===== src/rtl/pmu_pkg.sv =====
package pmu_pkg;
  localparam int MODE_W      = 3;
  localparam int NUM_DOMAINS = 6;
  localparam int NUM_WAKE    = 4;

  // domain bit positions in the enable vector
  localparam int DOM_CPU    = 0;
  localparam int DOM_IO     = 1;
  localparam int DOM_PERIPH = 2;
  localparam int DOM_ADC    = 3;
  localparam int DOM_ASYNC  = 4;
  localparam int DOM_OSC    = 5;

  // wake-up source positions
  localparam int WK_EXT   = 0;
  localparam int WK_ASYNC = 1;
  localparam int WK_SYNC  = 2;
  localparam int WK_ADC   = 3;

  typedef enum logic [2:0] {
    ST_ACTIVE  = 3'd0,
    ST_LIGHT   = 3'd1,
    ST_ADCQ    = 3'd2,
    ST_DEEP    = 3'd3,
    ST_TBASE   = 3'd4,
    ST_FSTART  = 3'd5
  } pm_state_t;
endpackage


===== src/rtl/pmu_rst_sync.sv =====
module pmu_rst_sync #(
  parameter int STAGES = 2
) (
  input  logic clk,
  input  logic arst_n,
  output logic srst_n
);
  logic [STAGES-1:0] sync_q;

  always_ff @(posedge clk or negedge arst_n) begin
    if (!arst_n) sync_q <= '0;
    else         sync_q <= {sync_q[STAGES-2:0], 1'b1};
  end

  assign srst_n = sync_q[STAGES-1];
endmodule


===== src/rtl/pmu_mode_decode.sv =====
module pmu_mode_decode
  import pmu_pkg::*;
(
  input  logic [MODE_W-1:0] sel,
  output pm_state_t         target
);
  always_comb begin
    case (sel)
      3'b001:  target = ST_ADCQ;
      3'b010:  target = ST_DEEP;
      3'b011:  target = ST_TBASE;
      3'b110:  target = ST_FSTART;
      default: target = ST_LIGHT;  // 000 and reserved encodings
    endcase
  end
endmodule


===== src/rtl/pmu_wake_qual.sv =====
module pmu_wake_qual
  import pmu_pkg::*;
(
  input  pm_state_t             state,
  input  logic [NUM_WAKE-1:0]   src,
  output logic                  accept
);
  // a source may end a mode only if its clock domain still runs there
  function automatic logic allowed(input int idx, input pm_state_t st);
    logic ok;
    ok = 1'b0;
    case (idx)
      WK_EXT:   ok = (st != ST_ACTIVE);
      WK_ASYNC: ok = (st == ST_LIGHT) || (st == ST_ADCQ) || (st == ST_TBASE);
      WK_SYNC:  ok = (st == ST_LIGHT);
      WK_ADC:   ok = (st == ST_LIGHT) || (st == ST_ADCQ);
      default:  ok = 1'b0;
    endcase
    return ok;
  endfunction

  logic [NUM_WAKE-1:0] hit;

  for (genvar i = 0; i < NUM_WAKE; i++) begin : g_src
    assign hit[i] = src[i] & allowed(i, state);
  end

  assign accept = |hit;
endmodule


===== src/rtl/pmu_domain_map.sv =====
module pmu_domain_map
  import pmu_pkg::*;
(
  input  pm_state_t               state,
  output logic [NUM_DOMAINS-1:0]  en
);
  always_comb begin
    en = '0;
    case (state)
      ST_ACTIVE: en = '1;
      ST_LIGHT: begin
        en         = '1;
        en[DOM_CPU] = 1'b0;
      end
      ST_ADCQ: begin
        en[DOM_ADC]   = 1'b1;
        en[DOM_ASYNC] = 1'b1;
        en[DOM_OSC]   = 1'b1;
      end
      ST_TBASE:  en[DOM_ASYNC] = 1'b1;
      ST_FSTART: en[DOM_OSC]   = 1'b1;
      default:   en = '0;  // deep mode
    endcase
  end
endmodule


===== src/rtl/pmu_sleep_ctrl.sv =====
module pmu_sleep_ctrl
  import pmu_pkg::*;
#(
  parameter int SYNC_STAGES = 2
) (
  input  logic              clk,
  input  logic              rst_n,
  input  logic [MODE_W-1:0] mode_sel,
  input  logic              sleep_en,
  input  logic              sleep_req,
  input  logic              wake_ext,
  input  logic              wake_async,
  input  logic              wake_sync,
  input  logic              wake_adc,
  output logic              clk_en_cpu,
  output logic              clk_en_io,
  output logic              clk_en_periph,
  output logic              clk_en_adc,
  output logic              clk_en_async,
  output logic              clk_en_osc,
  output logic              wake_pulse,
  output logic              sleeping,
  output logic [2:0]        cur_mode
);
  logic                   srst_n;
  pm_state_t              req_state;
  pm_state_t              state_q, state_d;
  logic                   pulse_q, pulse_d;
  logic                   wake_ok;
  logic [NUM_WAKE-1:0]    wake_vec;
  logic [NUM_DOMAINS-1:0] dom_en;

  pmu_rst_sync #(.STAGES(SYNC_STAGES)) u_rst (
    .clk    (clk),
    .arst_n (rst_n),
    .srst_n (srst_n)
  );

  pmu_mode_decode u_dec (
    .sel    (mode_sel),
    .target (req_state)
  );

  always_comb begin
    wake_vec           = '0;
    wake_vec[WK_EXT]   = wake_ext;
    wake_vec[WK_ASYNC] = wake_async;
    wake_vec[WK_SYNC]  = wake_sync;
    wake_vec[WK_ADC]   = wake_adc;
  end

  pmu_wake_qual u_wq (
    .state  (state_q),
    .src    (wake_vec),
    .accept (wake_ok)
  );

  // next state
  always_comb begin
    state_d = state_q;
    pulse_d = 1'b0;
    if (state_q == ST_ACTIVE) begin
      if (sleep_req && sleep_en) state_d = req_state;
    end else if (wake_ok) begin
      state_d = ST_ACTIVE;
      pulse_d = 1'b1;
    end
  end

  // state registers
  always_ff @(posedge clk or negedge srst_n) begin
    if (!srst_n) begin
      state_q <= ST_ACTIVE;
      pulse_q <= 1'b0;
    end else begin
      state_q <= state_d;
      pulse_q <= pulse_d;
    end
  end

  pmu_domain_map u_map (
    .state (state_q),
    .en    (dom_en)
  );

  assign clk_en_cpu    = dom_en[DOM_CPU];
  assign clk_en_io     = dom_en[DOM_IO];
  assign clk_en_periph = dom_en[DOM_PERIPH];
  assign clk_en_adc    = dom_en[DOM_ADC];
  assign clk_en_async  = dom_en[DOM_ASYNC];
  assign clk_en_osc    = dom_en[DOM_OSC];
  assign wake_pulse    = pulse_q;
  assign sleeping      = (state_q != ST_ACTIVE);
  assign cur_mode      = state_q;
endmodule


===== config.mk =====
export PLATFORM = sky130hd
export DESIGN_NAME = pmu_sleep_ctrl
export DESIGN_NICKNAME = d
export VERILOG_FILES = /design/src/rtl/pmu_pkg.sv /design/src/rtl/pmu_rst_sync.sv /design/src/rtl/pmu_mode_decode.sv /design/src/rtl/pmu_wake_qual.sv /design/src/rtl/pmu_domain_map.sv /design/src/rtl/pmu_sleep_ctrl.sv
export SDC_FILE = /design/constraint.sdc
export NUM_CORES = 1
export LEC_CHECK = 0
export BUFFER_PORTS_ARGS = -buffer_cell sky130_fd_sc_hd__buf_2
export CAP_MARGIN = 25
export CORE_AREA = 2 2 39 41
export DETAILED_ROUTE_END_ITERATION = 6
export DIE_AREA = 0 0 41 43
export GPL_ROUTABILITY_DRIVEN = 0
export GPL_TIMING_DRIVEN = 0
export PLACE_DENSITY_LB_ADDON = 0.05
export REMOVE_ABC_BUFFERS = 1
export SLEW_MARGIN = 30
export SYNTH_ARGS = -nofsm -noshare
export SYNTH_HDL_FRONTEND = slang
export SYNTH_HIERARCHICAL = 1
export SYNTH_SLANG_ARGS = --single-unit

===== constraint.sdc =====
create_clock -name clk -period 2.7 [get_ports clk]
set_input_delay 0 -clock clk [delete_from_list [all_inputs] [get_ports clk]]
set_output_delay 0 -clock clk [all_outputs]
set_load 0.02 [all_outputs]

After elaboration in Yosys (flattened, before gate mapping) --
Index checks and enable logic that the tools add are counted. Widths: inputs -> output; s select.
Storage, ports and cells: bits in registers 6, output and inout bits 11, input bits 11
Operators by class: bitwise gates (word level) 4, eq/ne operators 9, muxes and demuxes 10, reductions and logical operators 11
Operators by type and width (count):
- $pmux 3 s4 | 1
- $reduce_or 4->1 | 3
- $eq 3x2->1 const B | 3
- $eq 3x3->1 const B | 3
- $mux 3 | 3
- $eq 3x1->1 const B | 2
- $pmux 3 s2 | 1
- $mux 1 | 5
- $and 1x1->1 | 4
- $logic_not 3->1 | 1
- $reduce_bool 3->1 | 1
- $reduce_or 3->1 | 1
- $logic_or 1x1->1 | 2
- $ne 2x1->1 const B | 1
- $reduce_and 2->1 | 1
- $reduce_bool 2->1 | 1
- $logic_and 1x1->1 | 1

Depth between registers and ports, before layout --
Gate-level depths: netlist of run 1.
depth in word-level cells 7, gate-level depth with buffers 4, depth with buffers taken out 4

Hierarchy --
The synthesis of run 1 kept the hierarchy.
Modules (own cells, without submodules):
- pmu_sleep_ctrl | instances 1, area an instance 165.2 um^2, cells an instance 16
- pmu_rst_sync | instances 1, area an instance 53.8 um^2, cells an instance 3
- pmu_wake_qual | instances 1, area an instance 50.0 um^2, cells an instance 9
- pmu_domain_map | instances 1, area an instance 43.8 um^2, cells an instance 7
- pmu_mode_decode | instances 1, area an instance 36.3 um^2, cells an instance 5

Worst setup path after synthesis of run 1 --
OpenSTA, ideal clock, no wires.
path type reg2reg, start register state_q[2], in the netlist cur_mode[2], end register pulse_q, in the netlist wake_pulse, slack 1326 ps, buffers on the path 0, library setup time 117 ps, required time 2583 ps, data arrival time 1257 ps, stages on the path, launching flop included 5, cell sequence dfrtp_1 > nand2b_1 > a21oi_1 > o311a_1 > and2_4
On the way: longest elaborated chain between the ends 7
Ends and longest elaborated chain:
- start, declared | RTL line pmu_sleep_ctrl.sv:27 | pm_state_t state_q, state_d;
- start signal, assigned | RTL line pmu_sleep_ctrl.sv:76 | state_q <= state_d;
- $eq 3x1->1 / $eq 3x2->1 (equally long branches) | RTL line pmu_wake_qual.sv:14, pmu_wake_qual.sv:15, pmu_wake_qual.sv:16
- $logic_or 1x1->1 | RTL line pmu_wake_qual.sv:14, pmu_wake_qual.sv:16
- $logic_or 1x1->1 | RTL line pmu_wake_qual.sv:14 | WK_ASYNC: ok = (st == ST_LIGHT) || (st == ST_ADCQ) || (st == ST_TBASE);
- $and 1x1->1 | RTL line pmu_wake_qual.sv:25 | assign hit[i] = src[i] & allowed(i, state);
- $reduce_or 4->1 * | RTL line pmu_wake_qual.sv:28 | assign accept = |hit;
- net wake_ok | RTL line pmu_sleep_ctrl.sv:29 | logic wake_ok;
- $mux 1 * | RTL line pmu_sleep_ctrl.sv:64 | end else if (wake_ok) begin
- $mux 1 * | RTL line pmu_sleep_ctrl.sv:62 | if (state_q == ST_ACTIVE) begin
- net pulse_d | RTL line pmu_sleep_ctrl.sv:28 | logic pulse_q, pulse_d;
- end signal, assigned | RTL line pmu_sleep_ctrl.sv:77 | pulse_q <= pulse_d;
- end, declared | RTL line pmu_sleep_ctrl.sv:28
The timed path passes the listed nets; every way through them passes the cells marked *. A chain may end at the register's enable or synchronous reset.

Worst setup path in the final report of run 1 --
start register state_q[1], in the netlist cur_mode[1], end output sleeping
On the way: longest elaborated chain between the ends 1
Ends and longest elaborated chain:
- $reduce_bool 3->1 | RTL line pmu_sleep_ctrl.sv:93 | assign sleeping = (state_q != ST_ACTIVE);
- end, declared | RTL line pmu_sleep_ctrl.sv:22 | output logic sleeping,
No other way between the ends.

==> results of run 1 <==
[stage by stage]
stage	total power, mW	worst slack (ns)	instances
floorplan	0.3626	1.314	38
global placement	0.4711	1.291	75
finish	0.5397	1.304	79
CTS	0.5507	1.292	79
global route	0.5992	1.195	79
detailed placement	0.4674	1.314	75
[layer usage]
layer  share of wire  up-vias
met5               0        -
met4               0        0
met3           0.076        0
met2            0.47       16
met1            0.45      145
li1                -      181
[critical path, stage by stage, from the launching register on]
cell,delay (ns)
dfrtp_1,0.48
or3_1,0.49
buf_2,0.19
[power breakdown]
group          total (mW)  switching, mW  internal, mW  leakage [nW]
Clock              0.0773         0.0274        0.0499        0.0138
Sequential          0.158         0.0465         0.112        0.0767
Combinational       0.304          0.181         0.123         0.164
[sequential cells by signal, summed over array words and instances, names as in the netlist]
name and count:
u_rst/sync_q 2, wake_pulse 1, cur_mode 3
[final cells by class]
class	instances	area (um2)	area share
sequential	6	150.1	0.3038
tap	16	20.02	0.04051
inverter	5	18.77	0.03797
timing repair buffer	22	115.1	0.2329
multi-input combinational	27	167.7	0.3392
clock buffer	3	22.52	0.04557
[final timing paths]
kind,from,end,slack [ns]
max in group asynchronous,u_rst/sync_q[1]$_DFF_PN0_,wake_pulse$_DFF_PN0_,2.49
setup / recovery,cur_mode[1]$_DFFE_PN0P_,sleeping,1.30
setup reg to reg,cur_mode[2]$_DFFE_PN0P_,wake_pulse$_DFF_PN0_,1.33
hold / removal,sleep_en,cur_mode[2]$_DFFE_PN0P_,0.05
hold reg to reg,u_rst/sync_q[1]$_DFF_PN0_,cur_mode[2]$_DFFE_PN0P_,0.06
min in group asynchronous,u_rst/sync_q[1]$_DFF_PN0_,cur_mode[2]$_DFFE_PN0P_,0.06
[cells by family after synthesis]
kind of cell	after synthesis
other	1
AO/OA/AOI/OAI	10
buffers and inverters	7
XOR/XNOR	1
flip-flops	6
multiplexers	1
AND/OR/NAND/NOR	14
[cells in the final DEF (no fill, tap or decap), types with 2 or more instances in the layout]
cell	synthesis	layout
inv_1	5	5
dfrtp_1	6	6
a21oi_1	2	2
nand2b_1	3	3
or3_1	2	2
o22ai_1	3	3
buf_2	1	21
clkbuf_4	0	3
nor2_1	4	4
nand3_1	3	3
==> qor.txt, run 1 <==
Run status = completed
Finished Core Util = 0.3571
Number of buffers on the longest clock path = 2
Die H = 43 um
Post-synth top area cell = dfrtp_1
Standard-cell row count = 14
Start-to-end type of the worst setup path = reg2out
RSZ-0062 raised after global routing = no
Total Nets Final = 76
Data arrival at the endpoint of the critical path = 1.40 ns
Synth Area per Inst = 8.727 um2
Met1 global-route usage = 0.1100
Timing-limited maximum frequency = 716.1 MHz
Clock slew at the register clock pins of the worst setup and hold paths = 0.04 ns
Number of unique standard cell types used by synthesis = 20
Routing usage on met2 = 0.1344
Post-synthesis mux area share = 0.02867
Top post-synthesis cells by count = 6 x dfrtp_1, 5 x inv_1, 4 x nor2_1
Initial Util = 0.2523
Highest net fanout along the worst path = 11
Critical Path Start Type = flop
H-tree levels = 1
Number of max-capacitance violations reported = 0
Pwr dens = 1092 nW/um2
Final worst path period need = 1.396 ns
Fraction of met3 tracks used by global routing = 0.06283
Floorplan core area = 1384 um2
Die width = 41 um
Remaining antenna violation count after routing = 0
Grt ovf = 0
Xor/xnor share of the synthesized area = 0.02509
Number of failing setup endpoints in the final timing report = 0
Most crowded layer after global routing = met2
Combinational family with the most area after synthesis = simple AND/OR/NAND/NOR gates
Total negative slack for setup checks = 0 ns
Maximum resistive drop on vdd = 0.2871 mV
Simple-gate portion of the synthesized area = 0.2151
Number of buffers created by CTS = 3
Post-route design area = 494.2 um2
Final Hold Slack = 0.05262 ns
Flip-flop and latch count after synthesis = 6
TritonCTS clock tree = built
Ports placed on the boundary = 22
# diodes = 0
Number of pins with negative max-slew slack in the final report = 0
Antenna violations before repair = 0
Fraction of post-synthesis cell area in the top cell type by area = 0.4301
Fill cells = 158
Synth area leaders = dfrtp_1 43%, inv_1 5.4%, nand2b_1 5.4%
First-pass GRT wire length = 1.090 mm
Count of final hold-check violations = 0
Ys flop type = dfrtp_1
Clk Latency, worst-skew pair = 0.23 ns
Area share of fa/ha/maj cells after synthesis = 0
Area after detailed placement = 461.7 um2
Reg2reg path depth = 4
Port Buf Inserts = 21
Post-synthesis to final-layout area growth = 41.58%
WL final = 728 um
Final cycle utilization of the critical path = 0.5172
Synthesis warning total = 6
Vias per cell = 4.329
Die Outline Area = 1763 um2
Leakage power = 0.2549 nW
Seq/Total Area, Yosys = 0.4301
Fraction of registers with async set or reset after synthesis = 1.000
Number of cells produced by synthesis = 40
Share of cells above drive strength 1 = 0.4127
Setup skew after layout = 0.0009339 ns
DRT Pass-1 Iters = 2
Maximum number of pins on one net before global-route repair = 14
Violation count after the first detailed-routing iteration = 1
Worst Hold Path Cells = 3
Clock Tree Root = clkbuf_4
Total number of vias = 342
Vias in the first global route = 289
Clk sinks = 6
Routed len/inst = 9.215 um
Type of the worst min-delay path = in2reg
Count leader, synth = dfrtp_1
DRC = 0
Number of enable flip-flop cells after synthesis = 0
Overall routing resource usage = 0.09239
Number of instances resized during post-cts repair = 0
Critical path data required time = 2.70 ns
Post CTS Setup Buffer Count = 0
Worst Setup End Kind = output port
Detailed Place HPWL = 567.9 um
Synthesized-area fraction occupied by ao, oa, aoi and oai cells = 0.2007
Synthesized area = 349.1 um2
Hold buffer count at CTS = 1
No activity file was read; power rests on OpenSTA's default activity.
==> inputs of run 2 (changes only) <==
==> constraint.sdc (replaced) <==
create_clock -name clk -period 1.4 [get_ports clk]
set_input_delay 0 -clock clk [delete_from_list [all_inputs] [get_ports clk]]
set_output_delay 0 -clock clk [all_outputs]
set_load 0.02 [all_outputs]
==> qor.txt, run 2 (same netlist as run 1, synthesis figures left out) <==
Run status = completed
Vias per cell = 4.380
Total Nets Final = 76
Maximum resistive drop on vdd = 0.5559 mV
Reg2reg path depth = 3
Clk sinks = 6
Violation count after the first detailed-routing iteration = 1
Data arrival at the endpoint of the critical path = 1.32 ns
Critical Path Start Type = flop
Highest net fanout along the worst path = 10
Worst setup slack for register-to-register paths = 0.12 ns
Clk Latency, worst-skew pair = 0.23 ns
FF-to-FF Start = cur_mode[2]$_DFFE_PN0P_
Number of buffers on the longest clock path = 2
Worst Setup End Kind = output port
Flip-flop count of the largest register, all copies and words added = 3
Timing-limited maximum frequency = 755.8 MHz
H-tree levels = 1
Sequential cell area = 152.6 um2
Die width = 41 um
Area occupied by multi-input gates = 172.7 um2
Top layer reached by signal wires = met3
Area after detailed placement = 461.7 um2
Met2 wire length = 344 um
Critical path data required time = 1.40 ns
DRT Pass-1 Iters = 2
Count of final hold-check violations = 0
Ports placed on the boundary = 22
Setup skew after layout = 0.0001227 ns
Critical path's largest stage delay = 0.48 ns
Overall routing resource usage = 0.09239
Worst setup endpoint = sleeping
Finished Core Util = 0.3626
Final worst path period need = 1.323 ns
Routed len/inst = 9.266 um
Kind of cell with the highest combined delay on the critical path = flip-flops
Port Buf Inserts = 21
Fill cells = 158
Floorplan core area = 1384 um2
Most common cell after layout, fill and taps aside = buf_2
# diodes = 0
Final cycle utilization of the critical path = 0.9451
Grt ovf = 0
RSZ-0062 raised after global routing = no
Die H = 43 um
TritonCTS clock tree = built
Initial Util = 0.2523
Clock Tree Root = clkbuf_4
Critical R2R Capture = wake_pulse$_DFF_PN0_
Post-synthesis to final-layout area growth = 43.73%
Cell-by-cell trace of the critical path = or3_4, buf_2
Number of failing setup endpoints in the final timing report = 0
Clock slew at the register clock pins of the worst setup and hold paths = 0.04 ns
Number of buffers created by CTS = 3
First-pass GRT wire length = 1.090 mm
Routed length on met1 = 332 um
Share of cells above drive strength 1 = 0.4603
Detailed Place HPWL = 567.9 um
Cell with the largest stage delay on the worst path = dfrtp_1
Leakage power = 0.2513 nW
DRC = 0
Pwr dens = 2128 nW/um2
Buffers & Inverters on Critical Path = 1
Maximum number of pins on one net before global-route repair = 14
Number of pins with negative max-slew slack in the final report = 0
Die Outline Area = 1763 um2
Crit path launch = cur_mode[0]$_DFFE_PN0P_
Standard-cell row count = 14
Number of max-capacitance violations reported = 0
Total number of cells along the worst setup path = 2
Total number of vias = 346
Antenna violations before repair = 0
Vias in the first global route = 289
WL final = 732 um
Leading cell types in the layout, fill and taps excluded = 21 x buf_2, 5 x inv_1, 4 x dfrtp_1, 4 x nor2_1
Start-to-end type of the worst setup path = reg2out
Post-route design area = 501.7 um2
WL met3 = 55 um
Remaining antenna violation count after routing = 0
Type of the worst min-delay path = in2reg
[run 2: cell counts in the layout (fill, tap and decap cells not counted)]
Identical to the previous run, type by type.
[run 2: where the power goes]
part	total, mW	internal (mW)	switching (mW)
Clock	0.150	0.0964	0.0537
Sequential	0.311	0.220	0.0915
Combinational	0.607	0.256	0.351
[run 2: routing by layer]
| layer | vias to the layer above | global-route usage |
|---|---|---|
| li1 | 181 | - |
| met1 | 149 | 0.1100 |
| met2 | 16 | 0.1344 |
| met3 | 0 | 0.06283 |
| met4 | 0 | 0.02000 |
| met5 | - | 0 |
[run 2: layout make-up]
type / count / share of cell area
tap: 16 / 0.03990
clock buffer: 3 / 0.04489
sequential: 6 / 0.3042
timing repair buffer: 22 / 0.2294
multi-input combinational: 27 / 0.3441
inverter: 5 / 0.03741
[run 2: worst min path at each step]
stage,from,endpoint,slack (ns),depth (start not counted)
6_report,sleep_en,cur_mode[2]$_DFFE_PN0P_,0.05,3
5_1_grt,u_rst/sync_q[1]$_DFF_PN0_,cur_mode[2]$_DFFE_PN0P_,0.07,0
4_1_cts,sleep_en,cur_mode[2]$_DFFE_PN0P_,0.04,3
3_5_place_dp,rst_n,u_rst/sync_q[1]$_DFF_PN0_,-0.21,1
3_3_place_gp,rst_n,u_rst/sync_q[1]$_DFF_PN0_,-0.21,1
2_1_floorplan,rst_n,u_rst/sync_q[0]$_DFF_PN0_,-0.30,0
[run 2: metrics by stage]
step | setup slack (ns) | setup TNS (ns) | std cells | hold WS, ns | power, mW
final | 0.07685 | 0 | 79 | 0.04890 | 1.068
after global routing | 0.001500 | 0 | 79 | 0.06605 | 1.181
after CTS | 0.03936 | 0 | 79 | 0.04153 | 1.085
after detailed placement | 0.01372 | 0 | 75 | -0.2141 | 0.9015
after global placement | -0.008841 | -0.008841 | 75 | -0.2141 | 0.9086
after floorplan | 0.01359 | 0 | 38 | -0.2956 | 0.6993
[run 2: tightest hold or removal path, stage by stage]
cell and delay [ns]:
buf_2 0.11, nand3_1 0.07, o22ai_1 0.06
[run 2: timing repair]
action	4_1_cts	5_1_grt
buffers inserted	0	0
endpoints found under the hold margin	2	0
cloned	0	0
hold buffers	1	0
resized for setup	2	1
endpoints found under the setup margin	1	1
